File: src/rtl/mant_rnd_pkg.sv
package mant_rnd_pkg;
  typedef enum logic [1:0] {
    RND_NEAR_EVEN = 2'b00,
    RND_ZERO      = 2'b01,
    RND_POS_INF   = 2'b10,
    RND_NEG_INF   = 2'b11
  } rnd_mode_e;
endpackage

File: src/rtl/mant_addsub.sv
// Shared adder/subtracter over an extended word: {carry, mantissa, guard, sticky}.
module mant_addsub #(
  parameter int MAN_W = 32
) (
  input  logic [MAN_W-1:0] a_man,
  input  logic [MAN_W-1:0] b_man,
  input  logic             guard_in,
  input  logic             sticky_in,
  input  logic             op_sub,
  input  logic             is_fixed,
  output logic [MAN_W+2:0] mag,
  output logic             neg
);
  localparam int EXT_W = MAN_W + 3;

  logic [EXT_W-1:0] ext_a, ext_b, raw;

  always_comb begin
    ext_a = {1'b0, a_man, 2'b00};
    // fixed point discards alignment bits so the carry lands at the word top
    ext_b = {1'b0, b_man, (is_fixed ? 2'b00 : {guard_in, sticky_in})};
    raw   = op_sub ? (ext_a - ext_b) : (ext_a + ext_b);
    neg   = op_sub & ~is_fixed & raw[EXT_W-1];
    mag   = neg ? (~raw + {{(EXT_W-1){1'b0}}, 1'b1}) : raw;
  end
endmodule

File: src/rtl/mant_rnd_inc.sv
// Rounding increment for one precision lane.
module mant_rnd_inc
  import mant_rnd_pkg::*;
#(
  parameter int KEEP_W = 32
) (
  input  logic [KEEP_W-1:0] keep,
  input  logic              g,
  input  logic              s,
  input  rnd_mode_e         mode,
  input  logic              sign,
  output logic [KEEP_W-1:0] rnd,
  output logic              ovf
);
  logic          up;
  logic [KEEP_W:0] sum;

  always_comb begin
    unique case (mode)
      RND_NEAR_EVEN: up = g & (s | keep[0]);
      RND_ZERO:      up = 1'b0;
      RND_POS_INF:   up = (g | s) & ~sign;
      RND_NEG_INF:   up = (g | s) & sign;
      default:       up = 1'b0;
    endcase
    sum = {1'b0, keep} + {{KEEP_W{1'b0}}, up};
    ovf = sum[KEEP_W];
    rnd = ovf ? {1'b1, {(KEEP_W-1){1'b0}}} : sum[KEEP_W-1:0];
  end
endmodule

File: src/rtl/mant_rounder.sv
// Carry renormalization followed by rounding at the wide or short point.
module mant_rounder
  import mant_rnd_pkg::*;
#(
  parameter int MAN_W   = 32,
  parameter int SHORT_W = 24
) (
  input  logic [MAN_W+2:0] mag,
  input  rnd_mode_e        mode,
  input  logic             sign,
  input  logic             fmt_single,
  output logic [MAN_W-1:0] man,
  output logic [1:0]       adj
);
  localparam int EXT_W = MAN_W + 3;
  localparam int DROP  = MAN_W - SHORT_W;

  logic             carry, g0, s0;
  logic [MAN_W-1:0] norm;

  always_comb begin
    carry = mag[EXT_W-1];
    norm  = carry ? mag[EXT_W-1:3] : mag[EXT_W-2:2];
    g0    = carry ? mag[2] : mag[1];
    s0    = carry ? (mag[1] | mag[0]) : mag[0];
  end

  logic [MAN_W-1:0]   wide_rnd;
  logic               wide_ovf;
  logic [SHORT_W-1:0] short_rnd;
  logic               short_ovf;
  logic               short_g, short_s;

  always_comb begin
    short_g = norm[DROP-1];
    short_s = (|norm[DROP-2:0]) | g0 | s0;
  end

  mant_rnd_inc #(.KEEP_W(MAN_W)) u_wide (
    .keep(norm), .g(g0), .s(s0), .mode(mode), .sign(sign),
    .rnd(wide_rnd), .ovf(wide_ovf)
  );

  mant_rnd_inc #(.KEEP_W(SHORT_W)) u_short (
    .keep(norm[MAN_W-1:DROP]), .g(short_g), .s(short_s), .mode(mode), .sign(sign),
    .rnd(short_rnd), .ovf(short_ovf)
  );

  always_comb begin
    man = fmt_single ? {short_rnd, {DROP{1'b0}}} : wide_rnd;
    adj = {1'b0, carry} + {1'b0, (fmt_single ? short_ovf : wide_ovf)};
  end
endmodule

File: src/rtl/mant_addsub_round.sv
module mant_addsub_round
  import mant_rnd_pkg::*;
#(
  parameter int MAN_W   = 32,
  parameter int SHORT_W = 24
) (
  input  logic             clk,
  input  logic             rst_n,
  input  logic             in_valid,
  input  logic [31:0]      a_man,
  input  logic [31:0]      b_man,
  input  logic             guard_in,
  input  logic             sticky_in,
  input  logic             op_sub,
  input  logic             fmt_single,
  input  logic             is_fixed,
  input  logic [1:0]       rnd_mode,
  input  logic             sign_in,
  output logic             out_valid,
  output logic [31:0]      res_man,
  output logic             res_sign,
  output logic [1:0]       exp_adj,
  output logic             cv_flag
);
  localparam int EXT_W = MAN_W + 3;

  logic [EXT_W-1:0] mag;
  logic             neg;
  logic [MAN_W-1:0] rnd_man;
  logic [1:0]       rnd_adj;
  logic             eff_sign;

  mant_addsub #(.MAN_W(MAN_W)) u_addsub (
    .a_man(a_man), .b_man(b_man), .guard_in(guard_in), .sticky_in(sticky_in),
    .op_sub(op_sub), .is_fixed(is_fixed), .mag(mag), .neg(neg)
  );

  assign eff_sign = sign_in ^ neg;

  mant_rounder #(.MAN_W(MAN_W), .SHORT_W(SHORT_W)) u_round (
    .mag(mag), .mode(rnd_mode_e'(rnd_mode)), .sign(eff_sign),
    .fmt_single(fmt_single), .man(rnd_man), .adj(rnd_adj)
  );

  // next-state
  logic [MAN_W-1:0] man_d;
  logic             sign_d, cv_d;
  logic [1:0]       adj_d;

  always_comb begin
    man_d  = is_fixed ? mag[EXT_W-2:2] : rnd_man;
    sign_d = eff_sign;
    adj_d  = is_fixed ? 2'b00 : rnd_adj;
    cv_d   = is_fixed & mag[EXT_W-1];
  end

  // registers
  always_ff @(posedge clk or negedge rst_n) begin
    if (!rst_n) begin
      out_valid <= 1'b0;
      res_man   <= '0;
      res_sign  <= 1'b0;
      exp_adj   <= 2'b00;
      cv_flag   <= 1'b0;
    end else begin
      out_valid <= in_valid;
      if (in_valid) begin
        res_man  <= man_d;
        res_sign <= sign_d;
        exp_adj  <= adj_d;
        cv_flag  <= cv_d;
      end
    end
  end
endmodule

File: config.mk
export PLATFORM = sky130hd
export DESIGN_NAME = mant_addsub_round
export DESIGN_NICKNAME = d
export VERILOG_FILES = /design/src/rtl/mant_rnd_pkg.sv /design/src/rtl/mant_addsub.sv /design/src/rtl/mant_rnd_inc.sv /design/src/rtl/mant_rounder.sv /design/src/rtl/mant_addsub_round.sv
export SDC_FILE = /design/constraint.sdc
export NUM_CORES = 1
export LEC_CHECK = 0
export BUFFER_PORTS_ARGS = -buffer_cell sky130_fd_sc_hd__buf_2
export CAP_MARGIN = 20
export CORE_MARGIN = 8
export CORE_UTILIZATION = 40
export CTS_BUF_LIST = sky130_fd_sc_hd__clkbuf_2
export DETAILED_ROUTE_END_ITERATION = 8
export HOLD_SLACK_MARGIN = 0.06
export PLACE_DENSITY = 0.55
export SLEW_MARGIN = 10
export SYNTH_ARGS = -nofsm -noshare
export SYNTH_HDL_FRONTEND = slang
export SYNTH_SLANG_ARGS = --single-unit
File: constraint.sdc
create_clock -name clk -period 2.03 [get_ports clk]
set_input_delay 0 -clock clk [delete_from_list [all_inputs] [get_ports clk]]
set_output_delay 0 -clock clk [all_outputs]
set_load 0.005 [all_outputs]
==> results by group, run 1 <==
Clock network
  • TritonCTS clock tree: done
  • H-tree depth: 2
  • Clock transition at path regs: 0.15 ns
  • TritonCTS Sinks: 37
  • CTS Root Cell: clkbuf_2
  • TritonCTS Buffers: 5
  • Clock buffer depth: 2
  • Worst-Skew Late Latency: about 0.37 ns

Global route
  • Grt total ovfl: 0
  • Global Route Usage Sum: 27.3%
  • Initial antenna violation count: 1
  • First-pass GRT wire length: around 65,000 um
  • Number of global-route vias before repair: approximately 13,000
  • Largest net degree at the start of global routing: 43

Route
  • DR DRC count: 0
  • Vias: 12,900
  • Post-route ant nets: 0
  • Drt total wl: between 40,000 and 50,000 um
  • DR pass1 iterations: 5
  • Vias per cell: 5.56
  • Routed met3 length: between 2000 and 2500 um
  • Wire length on met2: 19,100 um
  • Max layer used: met4
  • WL met1: 18,300 um
  • WL per Instance: 17.5 um
  • Initial DRC Count: ~870

Setup path
  • Crit. End Element: register
  • Cells on worst reg2reg path: 3
  • FF-to-FF setup slack: approximately 1.1 ns
  • CP Launch Type: input port
  • R2R Path End: res_man[30]
  • Crit Path Class: in -> reg
  • Worst endpoint data arrival time: between 5 and 6 ns
  • Max incr delay on CP: around 0.57 ns
  • Worst path slowest cell: or4_4
  • Required time of the worst setup path: about 2.4 ns
  • Crit Path Max Fanout: 4
  • Worst r2r src: res_man[30]

Synthesis
  • Post-synth net total: 1,504
  • Top-count cell post-synth: a21oi_1
  • Yosys Warn Count: 0
  • Syn_area_per_cell: roughly 7 um2
  • Asr flop ratio synth: 100%
  • Mapped Cells: roughly 1,400
  • Flop and latch count out of synthesis: 37
  • Number of synthesized flops with an enable pin: 0
  • Post-synth top cells: a21oi_1, nor2_1, nand2_1
  • Synth unique cells: 105
  • Synth top area share: under 10%
  • Post-Syn Area: approximately 9500 um2
  • Register area share after synthesis: 9.77%
  • Ys flop type: dfrtp_1
  • Synth area leaders: dfrtp_1, ha_1, a21oi_1, xnor2_1, nor2_1
  • Yosys top cell by area: dfrtp_1

Pwr
  • Tot Pwr: 8.43 mW
  • Leakage Power: between 7 and 8 nW
  • P per Cell Area: ~520 nW/um2
  • Max VDD drop: roughly 0.29 mV

Outcome
  • Outcome: finished with violations
  • Failing checks: negative setup slack

Timing
  • Final hold violation count: 0
  • Worst hold slack: ~0.11 ns
  • Fmax: 0.185 GHz
  • Endpoints failing setup: 36
  • Post-layout minimum cycle time: roughly 5.4 ns
  • RSZ-0062 raised after global routing: yes
  • PnR worst setup slack: -3.38 ns
  • Period Utilization, post-route: 267%
  • Slew margin rel.: between 40 and 50%
  • Max Slew Vio Count: 0
  • Actual slew at the worst max-slew pin: 0.772 ns
  • Setup TNS: -108.76 ns
  • Worst Skew: 0 ns

Flow run
  • Max Cap Viol: 0

Floorplanning
  • Initial core utilization: 40.6%
  • Die height: around 170 um
  • Core area: between 20,000 and 25,000 um2
  • Die width: approximately 170 um
  • I/O pin count: between 100 and 150
  • Rows: 56
  • Die ar.: roughly 29,000 um2

Place
  • Area after DPL: around 15,000 um2
  • GP Congestion: 0.948
  • Port Buffers: between 100 and 150
  • Post-DP HPWL: roughly 33,000 um
  • Dpl ws: -4.10 ns

Min path
  • HP Class: in -> reg
  • Hold depth: 4
  • WHS Endpoint: res_sign
  • Hold path start: sign_in

Cells and area
  • Area delta synth->final: 71.2%
  • Fin nets: approximately 2,200
  • Layout cells sized above 1: approximately half
  • Finished layout cell area: between 15,000 and 20,000 um2
-- state kept, by name, summed over array words and instances, names as in the netlist --
register,cells
out_valid,1
res_man,32
exp_adj,2
res_sign,1
cv_flag,1
-- kinds of logic (layout without fill, tap and decap cells) --
group / count (synthesis) / after routing / synth area share, %
other: 0 / 1 / 0
AOI/OAI and AO/OA: 494 / 494 / 36.3
buffers and inverters: 160 / 809 / 7.49
xor gates and xnor gates: 74 / 74 / 7.00
DFF: 37 / 37 / 9.77
adders and majority gates: 72 / 72 / 9.59
muxes: 13 / 13 / 1.43
and+or+nand+nor: 507 / 507 / 28.4
-- per-stage QoR --
step | utilization, % | instances
after CTS | 67.3 | 2310
after floorplan | - | 1357
after global routing | 69.5 | 2326
final | 69.5 | 2326
after detailed placement | 62.7 | 2274
after global placement | 62.7 | 2274
-- critical path: cells and delay by family --
kind	cells	cell delay, ns
AO/OA/AOI/OAI	12	2.70
buffers and inverters	5	0.53
adder cells (fa/ha/maj)	2	0.35
AND/OR/NAND/NOR	10	2.13
-- worst max-delay path by stage --
stage	start	end	slack (ns)	cells after the start
CTS	b_man[6]	res_man[20]	-3.20	27
global route	b_man[15]	res_man[31]	-3.49	28
detailed placement	b_man[6]	res_man[28]	-4.10	29
floorplan	b_man[6]	res_man[20]	-3.70	29
global placement	b_man[6]	res_man[28]	-4.01	29
finish	b_man[6]	res_man[31]	-3.38	29
-- cell type report --
type	instances	area, um2
inverters	85	352
diodes	1	2.50
flip-flops and latches	37	926
well taps	319	399
multi-input cells	1160	9220
fillers	2070	7110
clock buffers	8	40.0
repair buffers	716	5280
-- power breakdown --
| part | switching [mW] | internal [mW] |
|---|---|---|
| Clock | 0.211 | 0.102 |
| Combinational | 3.64 | 3.50 |
| Sequential | 0.0794 | 0.898 |
-- per-layer routing --
layer	up-vias	GRT usage, %
li1	6436	-
met1	6001	35.8
met2	416	46.6
met3	72	2.06
met4	0	9.38
met5	-	0
-- timing repair --
item                                    CTS  global route
buffers inserted                         26            16
gates resized for setup                 176            83
pin swaps                                88            49
endpoints found under the hold margin    42             0
endpoints found under the setup margin   36            36
hold buffers                              2             0
-- layout by cell type (no fill, tap or decap), types with 18 or more instances in the layout --
master | netlist | routed
buf_4 | 9 | 578
nand2_1 | 107 | 101
nor2_1 | 115 | 101
buf_2 | 20 | 101
a21oi_1 | 117 | 89
inv_1 | 81 | 66
o21ai_0 | 82 | 60
xnor2_1 | 50 | 47
ha_1 | 71 | 41
nand3_1 | 45 | 39
dfrtp_1 | 37 | 37
nor3_1 | 45 | 36
buf_6 | 5 | 31
a21oi_2 | 6 | 26
o22ai_1 | 27 | 26
ha_4 | 0 | 25
nand4_1 | 24 | 24
a31oi_1 | 26 | 24
o31ai_1 | 28 | 23
nor4_1 | 26 | 22
xor2_1 | 22 | 21
o211ai_1 | 18 | 18
Note: power is estimated with default switching activity, not from simulation.
==> run 2, diff against run 1 <==
- CELL_PAD_IN_SITES_DETAIL_PLACEMENT: not set -> 1
- CELL_PAD_IN_SITES_GLOBAL_PLACEMENT: not set -> 2
- CORE_UTILIZATION: 40 -> 38
- PLACE_DENSITY: 0.55 -> 0.88
==> run 2 against run 1 <==
- the flow now stops in global routing (5_1_grt)
- synthesized area stayed put
- synthesized cell count stayed put
==> results by group, run 2 <==
Outcome
  • Outcome: stopped before the end
  • Fail Step: global routing (5_1_grt)
  • Error: [ERROR GRT-0232] Routing congestion too high. Check the congestion heatmap in the GUI.

Clock network
  • Clock buffer depth: 2 (unchanged)
  • H-tree depth: 2 (unchanged)
  • TritonCTS Buffers: 5 (unchanged)
  • TritonCTS Sinks: 37 (unchanged)
  • CTS Root Cell: clkbuf_2

Global route
  • Grt total ovfl: roughly 630
  • Global Route Usage Sum: between 80% and 90%
  • Largest net degree at the start of global routing: 50

Synthesis
  • Flop and latch count out of synthesis: 37 (unchanged)
  • Syn_area_per_cell: 6.98 um2 (unchanged)
  • Mapped Cells: 1,357 (unchanged)
  • Synth area leaders: dfrtp_1, ha_1, a21oi_1, xnor2_1, nor2_1
  • Ys flop type: dfrtp_1
  • Register area share after synthesis: 9.77% (unchanged)
  • Post-Syn Area: 9470 um2 (unchanged)
  • Number of synthesized flops with an enable pin: 0 (unchanged)
  • Yosys Warn Count: 0 (unchanged)
  • Synth unique cells: 105 (unchanged)
  • Asr flop ratio synth: 100% (unchanged)
  • Top-count cell post-synth: a21oi_1
  • Yosys top cell by area: dfrtp_1
  • Post-synth net total: 1,504 (unchanged)
  • Post-synth top cells: a21oi_1, nor2_1, nand2_1
  • Synth top area share: 9.77% (unchanged)

Floorplanning
  • Initial core utilization: 38.8% (-1.8 points)
  • Die width: 174 um (+2.4%)
  • Rows: 57 (+1.8%)
  • I/O pin count: 112 (unchanged)
  • Die height: 174 um (+2.4%)

Timing
  • Worst EP post-GRT repair: res_man[24]$_DFFE_PN0P_/D
  • Worst ep type: sequential cell input

Place
  • GP Congestion: 1.04 (+9.8%)
  • Dpl ws: -4.32 ns (-0.223 ns)
  • Port Buffers: 111 (unchanged)
  • Area after DPL: 14,700 um2 (+0.28%)
  • Post-DP HPWL: 41,700 um (+25%)
[run 2: cell counts after synthesis]
No cell type changed its count.
[run 2: what timing repair did]
| item | CTS |
|---|---|
| setup buffers | 37 |
| endpoints found under the hold margin | 42 |
| gates resized for setup | 227 |
| pin swaps | 90 |
| hold buffers | 2 |
| gates cloned | 2 |
| endpoints found under the setup margin | 36 |
[run 2: per-stage QoR]
| stage | cells | utilization, % |
|---|---|---|
| 2_1_floorplan | 1357 | - |
| 4_1_cts | 2330 | 66.1 |
| 3_5_place_dp | 2282 | 60.1 |
| 3_3_place_gp | 2282 | 60.1 |
[run 2: metal layers]
layer  track usage [%]  overflow
met4              87.7       204
met5              35.8         1
met2              95.9       404
met1              78.6        11
met3              72.3         8
[run 2: cell families after synthesis]
kind of cell    after synthesis  share of synthesized area [%]
compound gates              494                           36.3
xor+xnor                     74                           7.00
fa+ha+maj                    72                           9.59
buf+inv                     160                           7.49
flops                        37                           9.77
mux                          13                           1.43
simple gates                507                           28.4
==> run 3, diff against run 2 <==
- CELL_PAD_IN_SITES_DETAIL_PLACEMENT: 1 -> not set
- CELL_PAD_IN_SITES_GLOBAL_PLACEMENT: 2 -> not set
- CORE_UTILIZATION: 38 -> 25
- CTS_BUF_LIST: sky130_fd_sc_hd__clkbuf_2 -> not set
- HOLD_SLACK_MARGIN: 0.06 -> not set
- PLACE_DENSITY: 0.88 -> not set
- PLACE_DENSITY_LB_ADDON: not set -> 0.15
==> run 3 against run 2 <==
- the flow now finishes, with violations (negative setup slack)
==> results by group, run 3 (synthesis gave the netlist of run 1 again) <==
Timing
  • Slew margin rel.: between 50% and 60%
  • PnR worst setup slack: -3.45 ns
  • Fmax: between 0.15 and 0.2 GHz
  • Final hold violation count: 0
  • Endpoints failing setup: 36
  • RSZ-0062 raised after global routing: yes
  • Actual slew at the worst max-slew pin: 0.599 ns
  • Period Utilization, post-route: 270%
  • Post-layout minimum cycle time: between 5 and 6 ns
  • Max Slew Vio Count: 0
  • Worst Skew: 0 ns

Clock network
  • TritonCTS clock tree: done
  • Clock transition at path regs: 0.05 ns
  • TritonCTS Buffers: 5 (unchanged)
  • Worst-Skew Late Latency: approximately 0.28 ns
  • H-tree depth: 2 (unchanged)
  • CTS Root Cell: clkbuf_16
  • TritonCTS Sinks: 37 (unchanged)
  • Clock buffer depth: 2 (unchanged)

Route
  • Initial DRC Count: between 600 and 700
  • Max layer used: met4
  • DR pass1 iterations: 5
  • Vias per cell: 5.01
  • Post-route ant nets: 0
  • Vias: around 13,000
  • Routed met3 length: around 1100 um
  • Wire length on met2: between 20,000 and 25,000 um
  • WL met1: roughly 22,000 um
  • WL per Instance: roughly 17 um
  • Drt total wl: approximately 44,000 um
  • DR DRC count: 0

Cells and area
  • Area delta synth->final: 79.3%
  • Largest Register: res_man
  • Max reg flops: 32
  • Regs by FF count: res_man (32), exp_adj (2)
  • Fin nets: 2,203
  • Most common cell after layout, fill and taps aside: buf_4
  • # diodes: 0
  • Layout cells sized above 1: between 50% and 60%
  • Finished Layout Cells: about 2,600
  • Most frequent cells in the layout: buf_4, nor2_1, buf_2
  • Finished layout cell area: ~17,000 um2

Pwr
  • Max VDD drop: roughly 0.31 mV
  • Leakage Power: approximately 7.5 nW
  • P per Cell Area: about 550 nW/um2

Setup path
  • Worst path bufs/invs: 7
  • Crit. End Element: register
  • Worst path slowest cell: or4b_4
  • Crit Path Class: in -> reg
  • Delay-heaviest family, CP: compound AO/OA/AOI/OAI gates
  • Worst endpoint data arrival time: approximately 5.7 ns
  • Max incr delay on CP: between 0.4 and 0.5 ns
  • CP Launch Type: input port
  • Crit Path Max Fanout: 5
  • Required time of the worst setup path: approximately 2.2 ns

Floorplanning
  • Initial core utilization: 25.3% (-14 points)
  • Die height: 211 um (+21%)
  • Die width: 211 um (+21%)
  • Rows: 71 (+25%)
  • Die ar.: 44,400 um2
  • I/O pin count: 112 (unchanged)
  • Core area: 37,500 um2

Flow run
  • Max Cap Viol: 0

Place
  • Dpl ws: -4.10 ns (+0.222 ns)
  • Port Buffers: 111 (unchanged)
  • GP Congestion: 0.932 (-10%)
  • Area after DPL: 15,200 um2 (+3.6%)
  • Placed Cells: 2,506 (+9.8%)
  • Post-DP HPWL: 37,200 um (-11%)

Outcome
  • Outcome: finished with violations
  • Failing checks: negative setup slack

Global route
  • Initial antenna violation count: 0
  • Global Route Usage Sum: 19.5%
  • Number of global-route vias before repair: approximately 13,000
  • Grt total ovfl: 0
  • First-pass GRT wire length: 71,000 um
  • Largest net degree at the start of global routing: 52

Min path
  • HP Class: in -> reg
run 3: metrics by stage:
| step | utilization, % | power [mW] | TNS [ns] | hold WS (ns) |
|---|---|---|---|---|
| after floorplan | - | 4.39 | -117.94 | -0.296 |
| after global placement | 40.5 | 7.66 | -132.24 | 0.0362 |
| after detailed placement | 40.5 | 7.69 | -133.53 | 0.0412 |
| after CTS | 44.2 | 9.07 | -110.52 | 0.195 |
| after global routing | 45.3 | 9.99 | -123.08 | 0.206 |
| final | 45.3 | 9.29 | -113.95 | 0.188 |
run 3: worst paths after layout:
| check | start | slack (ns) | end | cells after the start |
|---|---|---|---|---|
| max in group asynchronous | rst_n | 1.23 | cv_flag | 3 |
| worst max-delay path | b_man[4] | -3.45 | res_man[16] | 31 |
| worst max register to register | res_man[30] | 1.02 | res_man[30] | 3 |
| min in group asynchronous | rst_n | 0.25 | res_man[6] | 2 |
| worst min register to register | res_sign | 0.51 | res_sign | 1 |
| worst min-delay path | sign_in | 0.19 | res_sign | 4 |
run 3: final cells by class:
class / count / area [um2]
sequential: 37 / 926
tap: 511 / 639
fill: 3880 / 20500
timing repair buffer: 767 / 5770
multi-input combinational: 1160 / 9130
clock inverter: 1 / 30.0
inverter: 85 / 348
clock buffer: 7 / 143
run 3: where the power goes:
group | switching, mW | internal [mW]
combinational | 3.76 | 3.64
clock | 0.290 | 0.613
sequential | 0.0900 | 0.902
run 3: tightest hold or removal path, stage by stage:
cell     delay (ns)
buf_2          0.10
xnor2_2        0.11
buf_4          0.10
mux2_4         0.12
run 3: layer usage:
metal | vias to the layer above | track usage (%)
met2 | 222 | 33.3
met4 | 0 | 4.54
met3 | 44 | 1.02
li1 | 6532 | -
met1 | 6068 | 26.8
met5 | - | 0
run 3: what timing repair did:
item,CTS,global route
endpoints found under the hold margin,25,0
gates resized for setup,192,64
cloned,2,0
hold buffers,2,0
setup buffers,38,17
pin swaps,100,30
endpoints found under the setup margin,36,36
==> run 4, diff against run 3 <==
- CORE_UTILIZATION: 25 -> 55
==> run 4 against run 3 <==
- the flow now stops in global routing (5_1_grt)
- synthesized cell count unchanged
- synthesized area did not move
==> results by group, run 4 <==
Synthesis
  • Post-synth top cells: a21oi_1, nor2_1, nand2_1
  • Register area share after synthesis: 9.77% (unchanged)
  • Ys flop type: dfrtp_1
  • Yosys top cell by area: dfrtp_1
  • Post-synth net total: 1,504 (unchanged)
  • Synth top area share: 9.77% (unchanged)
  • Top-count cell post-synth: a21oi_1
  • Synth area leaders: dfrtp_1, ha_1, a21oi_1, xnor2_1, nor2_1
  • Synth unique cells: 105 (unchanged)
  • Mapped Cells: 1,357 (unchanged)
  • Post-Syn Area: 9470 um2 (unchanged)
  • Flop and latch count out of synthesis: 37 (unchanged)
  • Yosys Warn Count: 0 (unchanged)
  • Syn_area_per_cell: 6.98 um2 (unchanged)
  • Number of synthesized flops with an enable pin: 0 (unchanged)
  • Asr flop ratio synth: 100% (unchanged)

Timing
  • Worst EP post-GRT repair: res_man[20]$_DFFE_PN0P_/D
  • Worst ep type: sequential cell input

Place
  • Post-DP HPWL: 33,500 um (-10%)
  • GP Congestion: 1.09 (+17%)
  • Port Buffers: 111 (unchanged)

Floorplanning
  • Die width: 147 um (-30%)
  • Rows: 48 (-32%)
  • I/O pin count: 112 (unchanged)
  • Die height: 147 um (-30%)
  • Initial core utilization: 55.5% (+30 points)

Clock network
  • H-tree depth: 2 (unchanged)
  • Clock buffer depth: 2 (unchanged)
  • TritonCTS Buffers: 5 (unchanged)
  • CTS Root Cell: clkbuf_16
  • TritonCTS Sinks: 37 (unchanged)

Global route
  • Largest net degree at the start of global routing: 47
  • Global Route Usage Sum: 66.3%
  • Grt total ovfl: 5

Outcome
  • Outcome: stopped before the end
  • Fail Step: global routing (5_1_grt)
  • Error: [ERROR GRT-0232] Routing congestion too high. Check the congestion heatmap in the GUI.
[run 4: kinds of logic after synthesis]
group                    after synthesis  share of synthesized area (%)
AO/OA/AOI/OAI                        494                           36.3
XOR/XNOR                              74                           7.00
adder cells (fa/ha/maj)               72                           9.59
buffers and inverters                160                           7.49
flip-flops                            37                           9.77
multiplexers                          13                           1.43
AND/OR/NAND/NOR                      507                           28.4
[run 4: timing repair]
| action | in CTS |
|---|---|
| hold endpoints to repair | 37 |
| endpoints found under the setup margin | 36 |
| buffers inserted | 27 |
| hold buffers | 1 |
| pin swaps | 73 |
| gates resized for setup | 143 |
[run 4: metrics by stage]
step / worst slack, ns / utilization [%] / instances / hold WS [ns] / instance area [um2]
2_1_floorplan: -3.70 / - / 1357 / -0.296 / 9950
4_1_cts: -3.33 / 90.5 / 2199 / 0.0894 / 15400
3_3_place_gp: -3.84 / 84.3 / 2165 / 0.114 / 14400
3_5_place_dp: -4.07 / 84.3 / 2165 / 0.123 / 14400
[run 4: metal layers]
layer	global-route usage (%)	GRT overflow
met1	63.9	0
met5	15.0	0
met3	53.8	0
met2	83.9	3
met4	65.6	2
